<file path="src/rtl/irq_csr_pkg.sv">
package irq_csr_pkg;
    localparam int unsigned CSR_W     = 32;
    localparam int unsigned B_LOC_EN  = 0;
    localparam int unsigned B_POL     = 1;
    localparam int unsigned B_STATUS  = 2;
    localparam int unsigned B_HOST_EN = 6;
    localparam int unsigned B_EDGE    = 8;
    localparam int unsigned B_CLEAR   = 10;
    localparam int unsigned B_KEEP    = 12;

    typedef struct packed {
        logic loc_en;
        logic pol_high;
        logic host_en;
        logic edge_mode;
        logic mode_keep;
    } ctrl_t;

    localparam ctrl_t CTRL_RESET = '{loc_en: 1'b1, pol_high: 1'b0, host_en: 1'b0,
                                     edge_mode: 1'b0, mode_keep: 1'b1};

    typedef struct packed {
        logic prev;
        logic lvl;
        logic latch;
    } trig_t;
endpackage

</file>
<file path="src/rtl/irq_ctrl_fields.sv">
module irq_ctrl_fields
    import irq_csr_pkg::*;
(
    input  logic               clk,
    input  logic               rst_n,
    input  logic               wr_en,
    input  logic [CSR_W-1:0]   wdata,
    output ctrl_t              ctrl,
    output logic               clr_req
);
    ctrl_t ctrl_d, ctrl_q;

    always_comb begin
        ctrl_d = ctrl_q;
        if (wr_en) begin
            ctrl_d.loc_en    = wdata[B_LOC_EN];
            ctrl_d.pol_high  = wdata[B_POL];
            ctrl_d.host_en   = wdata[B_HOST_EN];
            ctrl_d.edge_mode = wdata[B_EDGE];
            ctrl_d.mode_keep = wdata[B_KEEP];
        end
        clr_req = wr_en & wdata[B_CLEAR];
    end

    always_ff @(posedge clk or negedge rst_n) begin
        if (!rst_n) ctrl_q <= CTRL_RESET;
        else        ctrl_q <= ctrl_d;
    end

    assign ctrl = ctrl_q;

    p_keep_written_r10: assert property (@(posedge clk) disable iff (!rst_n)
        wr_en |=> (ctrl_q.mode_keep == $past(wdata[B_KEEP])));
endmodule

</file>
<file path="src/rtl/irq_trigger.sv">
module irq_trigger
    import irq_csr_pkg::*;
(
    input  logic clk,
    input  logic rst_n,
    input  logic irq_raw,
    input  logic loc_en,
    input  logic pol_high,
    input  logic edge_mode,
    input  logic clr_req,
    output logic status
);
    trig_t st_d, st_q;
    logic  corr;
    logic  edge_hit;
    logic  clr_ok;

    always_comb begin
        corr     = pol_high ? irq_raw : ~irq_raw;
        edge_hit = edge_mode & pol_high & loc_en & corr & ~st_q.prev;
        clr_ok   = clr_req & edge_mode;
        st_d.prev  = corr;
        st_d.lvl   = loc_en & corr;
        st_d.latch = edge_mode ? (edge_hit | (st_q.latch & ~clr_ok)) : 1'b0;
    end

    always_ff @(posedge clk or negedge rst_n) begin
        if (!rst_n) st_q <= '0;
        else        st_q <= st_d;
    end

    assign status = edge_mode ? st_q.latch : st_q.lvl;

    p_latch_holds_r5: assert property (@(posedge clk) disable iff (!rst_n)
        (edge_mode && st_q.latch && !clr_req) |=> st_q.latch);
    p_clear_drops_r6: assert property (@(posedge clk) disable iff (!rst_n)
        (edge_mode && clr_req && !edge_hit) |=> !st_q.latch);
    p_edge_wins_r6: assert property (@(posedge clk) disable iff (!rst_n)
        edge_hit |=> st_q.latch);
    p_lowpol_no_latch_r8: assert property (@(posedge clk) disable iff (!rst_n)
        (!pol_high && !st_q.latch) |=> !st_q.latch);
    p_disabled_quiet_r4: assert property (@(posedge clk) disable iff (!rst_n)
        !loc_en |=> !st_q.lvl);
endmodule

</file>
<file path="src/rtl/bridge_irq_csr.sv">
module bridge_irq_csr
    import irq_csr_pkg::*;
(
    input  logic             clk,
    input  logic             rst_n,
    input  logic             csr_wr,
    input  logic [31:0]      csr_wdata,
    output logic [31:0]      csr_rdata,
    input  logic             irq_in,
    output logic             host_irq_n
);
    ctrl_t ctrl;
    logic  clr_req;
    logic  status;

    irq_ctrl_fields u_fields (
        .clk     (clk),
        .rst_n   (rst_n),
        .wr_en   (csr_wr),
        .wdata   (csr_wdata),
        .ctrl    (ctrl),
        .clr_req (clr_req)
    );

    irq_trigger u_trig (
        .clk       (clk),
        .rst_n     (rst_n),
        .irq_raw   (irq_in),
        .loc_en    (ctrl.loc_en),
        .pol_high  (ctrl.pol_high),
        .edge_mode (ctrl.edge_mode),
        .clr_req   (clr_req),
        .status    (status)
    );

    always_comb begin
        csr_rdata            = '0;
        csr_rdata[B_LOC_EN]  = ctrl.loc_en;
        csr_rdata[B_POL]     = ctrl.pol_high;
        csr_rdata[B_STATUS]  = status;
        csr_rdata[B_HOST_EN] = ctrl.host_en;
        csr_rdata[B_EDGE]    = ctrl.edge_mode;
        csr_rdata[B_KEEP]    = ctrl.mode_keep;
        host_irq_n           = ~(status & ctrl.host_en);
    end

    p_host_gated_r9: assert property (@(posedge clk) disable iff (!rst_n)
        !ctrl.host_en |-> host_irq_n);
endmodule

</file>
<file path="config.mk">
export PLATFORM = sky130hd
export DESIGN_NAME = bridge_irq_csr
export DESIGN_NICKNAME = d
export VERILOG_FILES = /design/src/rtl/irq_csr_pkg.sv /design/src/rtl/irq_ctrl_fields.sv /design/src/rtl/irq_trigger.sv /design/src/rtl/bridge_irq_csr.sv
export SDC_FILE = /design/constraint.sdc
export NUM_CORES = 1
export LEC_CHECK = 0
export ABC_AREA = 0
export CORE_MARGIN = 2
export CORE_UTILIZATION = 26
export DETAILED_ROUTE_END_ITERATION = 12
export PLACE_DENSITY_LB_ADDON = 0.12
export SLEW_MARGIN = 20
export SYNTH_ARGS = -nofsm -noshare
export SYNTH_HDL_FRONTEND = slang
export SYNTH_SLANG_ARGS = --single-unit
</file>
<file path="constraint.sdc">
create_clock -name clk -period 1.11 [get_ports clk]
set_input_delay 0.222 -clock clk [delete_from_list [all_inputs] [get_ports clk]]
set_output_delay 0.222 -clock clk [all_outputs]
set_load 0.1 [all_outputs]
</file>
==> impl_table.tex <==
\begin{tabular}{lr}
\hline
Metric & Value \\
\hline
\multicolumn{2}{l}{\textbf{Hold path}} \\
\quad HP Class & in2async \\
\multicolumn{2}{l}{\textbf{Outcome}} \\
\quad Violated checks & setup timing \\
\quad Run status & finished, violations left \\
\multicolumn{2}{l}{\textbf{Routing}} \\
\quad Number of DRC markers in iteration 0 & 3 \\
\quad Average wire per cell in the routed design & roughly 8.3 µm \\
\quad 1st-pass router iterations & 2 \\
\quad DRT Wirelength & $\sim$800 µm \\
\quad Detailed-route DRC error count & 0 \\
\quad ANT nets after route & 0 \\
\quad Routed vias/inst & around 3.2 \\
\quad Via count of the routed design & $\sim$320 \\
\multicolumn{2}{l}{\textbf{Die}} \\
\quad Number of placement rows & 17 \\
\quad Number of top-level pins & 69 \\
\quad Total Die Area & around 0.0026 mm² \\
\quad Effective utilization at floorplan & between 20 and 30\% \\
\quad Die Wd & between 50 and 60 µm \\
\quad Area of the core & approximately 0.0021 mm² \\
\quad Die height & $\sim$51 µm \\
\multicolumn{2}{l}{\textbf{Synthesis}} \\
\quad Yosys Warn Count & 0 \\
\quad Sequential share of the synthesized area & a little over a third \\
\quad Top-area cell type share of the netlist area & between 30\% and 40\% \\
\quad Seq cells post-synth & 8 \\
\quad Cell variety after synth & 12 \\
\quad Synth top area cells & sky130\_fd\_sc\_hd\_\_buf\_4 39\%, sky130\_fd\_sc\_hd\_\_dfrtp\_1 26\%, sky130\_fd\_sc\_hd\_\_mux2\_4 16\%, sky130\_fd\_sc\_hd\_\_dfstp\_2 9.1\%, sky130\_fd\_sc\_hd\_\_buf\_6 2.0\% \\
\quad Post-Synthesis Mean Instance Area & around 11 µm² \\
\quad Area of the mapped netlist & 577 µm² \\
\quad Number of instances in the synthesized netlist & 52 \\
\quad Post-synthesis cell type with the largest combined area & sky130\_fd\_sc\_hd\_\_buf\_4 \\
\multicolumn{2}{l}{\textbf{Global routing}} \\
\quad Number of antenna violations at the first check in global routing & 0 \\
\quad Global-route wire length before repair & roughly 1.3 mm \\
\quad GRT Total Usage & between 6 and 7\% \\
\quad Number of global-route vias before repair & approximately 260 \\
\quad Overflow left after global routing & 0 \\
\quad Maximum number of pins on one net before global-route repair & 9 \\
\multicolumn{2}{l}{\textbf{STA}} \\
\quad Fin. Hold Viols & 0 \\
\quad Max frequency & 691 MHz \\
\quad Final total negative setup slack & -1.02 ns \\
\quad Crit path time final & approximately 1.4 ns \\
\quad Max-slew violation count & 0 \\
\quad Worst hold slack across all endpoints & about 0.25 ns \\
\quad Final number of setup-violating endpoints & 6 \\
\quad Worst-case clock skew & between 0.002 and 0.0025 ns \\
\quad RSZ-0062 raised after global routing & yes \\
\quad Period Utilization, post-route & 130\% \\
\quad Slack of the critical path & -0.338 ns \\
\multicolumn{2}{l}{\textbf{Critical path}} \\
\quad Data required time at the worst endpoint & 0.89 ns \\
\quad Cell-by-cell listing of the critical path & mux2\_4 > nand2\_8 > buf\_12 \\
\quad Launching point of the worst reg2reg path & u\_fields.ctrl[4] \\
\quad Largest stage delay on the critical path & roughly 0.39 ns \\
\quad Slowest stage cell on the critical path & sky130\_fd\_sc\_hd\_\_dfrtp\_1 \\
\quad Data arrival time of the worst path & around 1.2 ns \\
\quad Endpoint of the most critical register-to-register path & u\_trig.st\_q[0] \\
\quad Flop2flop setup slack & approximately 0.07 ns \\
\quad Worst setup path startpoint & u\_fields.ctrl[1] \\
\quad Launching element type of the critical path & flip-flop \\
\quad Worst-path fanout max & 2 \\
\quad Register-to-Register Path Depth & 3 \\
\quad Delay-heaviest family, CP & flip-flops \\
\quad Crit path buf inv count & 1 \\
\quad Kind of capture point of the worst setup path & output port \\
\quad Critical path class & reg2out \\
\multicolumn{2}{l}{\textbf{Clock tree}} \\
\quad Quantity of hold-fixing buffers added after cts & 0 \\
\quad Number of levels in the clock H-tree & 1 \\
\quad Clk sink count & 8 \\
\quad CTS Buf Count & 3 \\
\quad Longest Clk Path Bufs & 2 \\
\quad Reg clk slew, reported paths & about 0.06 ns \\
\quad Clk Tree Root Cell & sky130\_fd\_sc\_hd\_\_clkbuf\_4 \\
\quad TritonCTS clock tree & yes \\
\quad Insertion delay of the later-clocked pin in the worst-skew pair & $\sim$0.25 ns \\
\multicolumn{2}{l}{\textbf{Place}} \\
\quad Post-detailed-placement half-perimeter wirelength & about 670 µm \\
\quad Placed cell areas & between 700 and 800 µm² \\
\quad Number of port buffers & 16 \\
\quad Global placer's final weighted congestion & roughly 0.63 \\
\quad Worst slack at placement & -0.170 ns \\
\quad Placed cell count & between 90 and 100 \\
\multicolumn{2}{l}{\textbf{Layout}} \\
\quad Area growth from synthesis to layout & 37.5\% \\
\quad Net total in the final layout & 107 \\
\quad Non-filler cells, final & 98 \\
\quad Summed area of non-filler cells in the final layout & 793 µm² \\
\quad Inserted Diodes & 0 \\
\quad Final core occ & 36.9\% \\
\quad Fraction of final layout cells with drive strength greater than 1 & 35.7\% \\
\multicolumn{2}{l}{\textbf{Power and ir drop}} \\
\quad Power per cell area & approximately 1800 mW/mm² \\
\quad Leak pwr & 0.385 nW \\
\quad Pwr Total & around 1.4 mW \\
\quad Maximum resistive drop on vdd & 613 µV \\
\multicolumn{2}{l}{\textbf{Flow run}} \\
\quad Max-cap viol count & 0 \\
\hline
\end{tabular}
[flip-flops by register name, summed over array words and instances, names as in the netlist]
signal,flops
u_fields.ctrl,5
u_trig.st_q,3
[layout make-up]
cell class,count,area [µm²]
timing repair buffer,20,273
tap,28,35.0
fill,212,1360
multi-input combinational,38,248
sequential,8,211
clock buffer,4,26.3
[placed cells by master, fill, tap and decap left out]
cell type                         netlist  routed
sky130_fd_sc_hd__conb_1                 1      26
sky130_fd_sc_hd__and2_1                 1       1
sky130_fd_sc_hd__buf_12                 0       8
sky130_fd_sc_hd__a21boi_1               1       1
sky130_fd_sc_hd__dfstp_2                2       1
sky130_fd_sc_hd__clkbuf_1               0       1
sky130_fd_sc_hd__clkbuf_4               0       3
sky130_fd_sc_hd__dfstp_4                0       1
sky130_fd_sc_hd__dfrtp_2                0       1
sky130_fd_sc_hd__and4b_1                1       1
sky130_fd_sc_hd__dfrtp_1                6       4
sky130_fd_sc_hd__clkdlybuf4s50_1        0       9
sky130_fd_sc_hd__xnor2_1                1       1
sky130_fd_sc_hd__buf_4                 30       3
sky130_fd_sc_hd__nand2_8                0       1
sky130_fd_sc_hd__o21a_1                 1       1
sky130_fd_sc_hd__dfrtp_4                0       1
sky130_fd_sc_hd__mux2_4                 6       6
[worst register-to-register path: cells and delay by family (launching register included)]
family	cells	cell delay (ns)
flops	1	0.55
simple gates	1	0.19
buf+inv	1	0.12
compound gates	1	0.12
[cell families after synthesis]
group	Yosys count	share of synthesized area, %
muxes	6	15.6
xor gates and xnor gates	1	1.52
AOI/OAI and AO/OA	2	2.60
buffers and inverters	31	41.0
other	1	0.650
and+or+nand+nor	3	3.47
DFF	8	35.1
[where the power goes]
group	switching (mW)	internal [mW]	total, mW
combinational	0.626	0.192	0.818
sequential	0.0295	0.333	0.363
clock	0.103	0.138	0.240
[metal layers]
metal / vias to the layer above / wire length [µm] / global-route usage, % / share of wire [%]
met5: - / 0 / 0 / 0
met4: 0 / 7 / 4.05 / 0.86
li1: 147 / - / - / -
met3: 2 / 113 / 2.92 / 14
met1: 144 / 298 / 7.96 / 36
met2: 22 / 399 / 10.4 / 49
[what timing repair did]
action                                  4_1_cts  5_1_grt
pin swaps                                     1        0
endpoints found under the setup margin        7        7
setup buffers                                 1        1
resized for setup                             1        0
[Yosys cell counts, drive strengths merged]
library cell / instances
a21boi: 1
and2: 1
o21a: 1
and4b: 1
conb: 1
dfrtp: 6
xnor2: 1
buf: 31
nand2: 1
mux2: 6
dfstp: 2
[worst max-delay path by stage]
stage / slack, ns / endpoint / cells after the start
2_1_floorplan: -0.03 / host_irq_n / 2
3_3_place_gp: -0.17 / u_fields.ctrl[1] / 3
3_5_place_dp: -0.17 / u_fields.ctrl[2] / 3
4_1_cts: -0.35 / host_irq_n / 3
5_1_grt: -0.37 / host_irq_n / 3
6_report: -0.34 / host_irq_n / 3
Note: power is estimated with default switching activity, not from simulation.
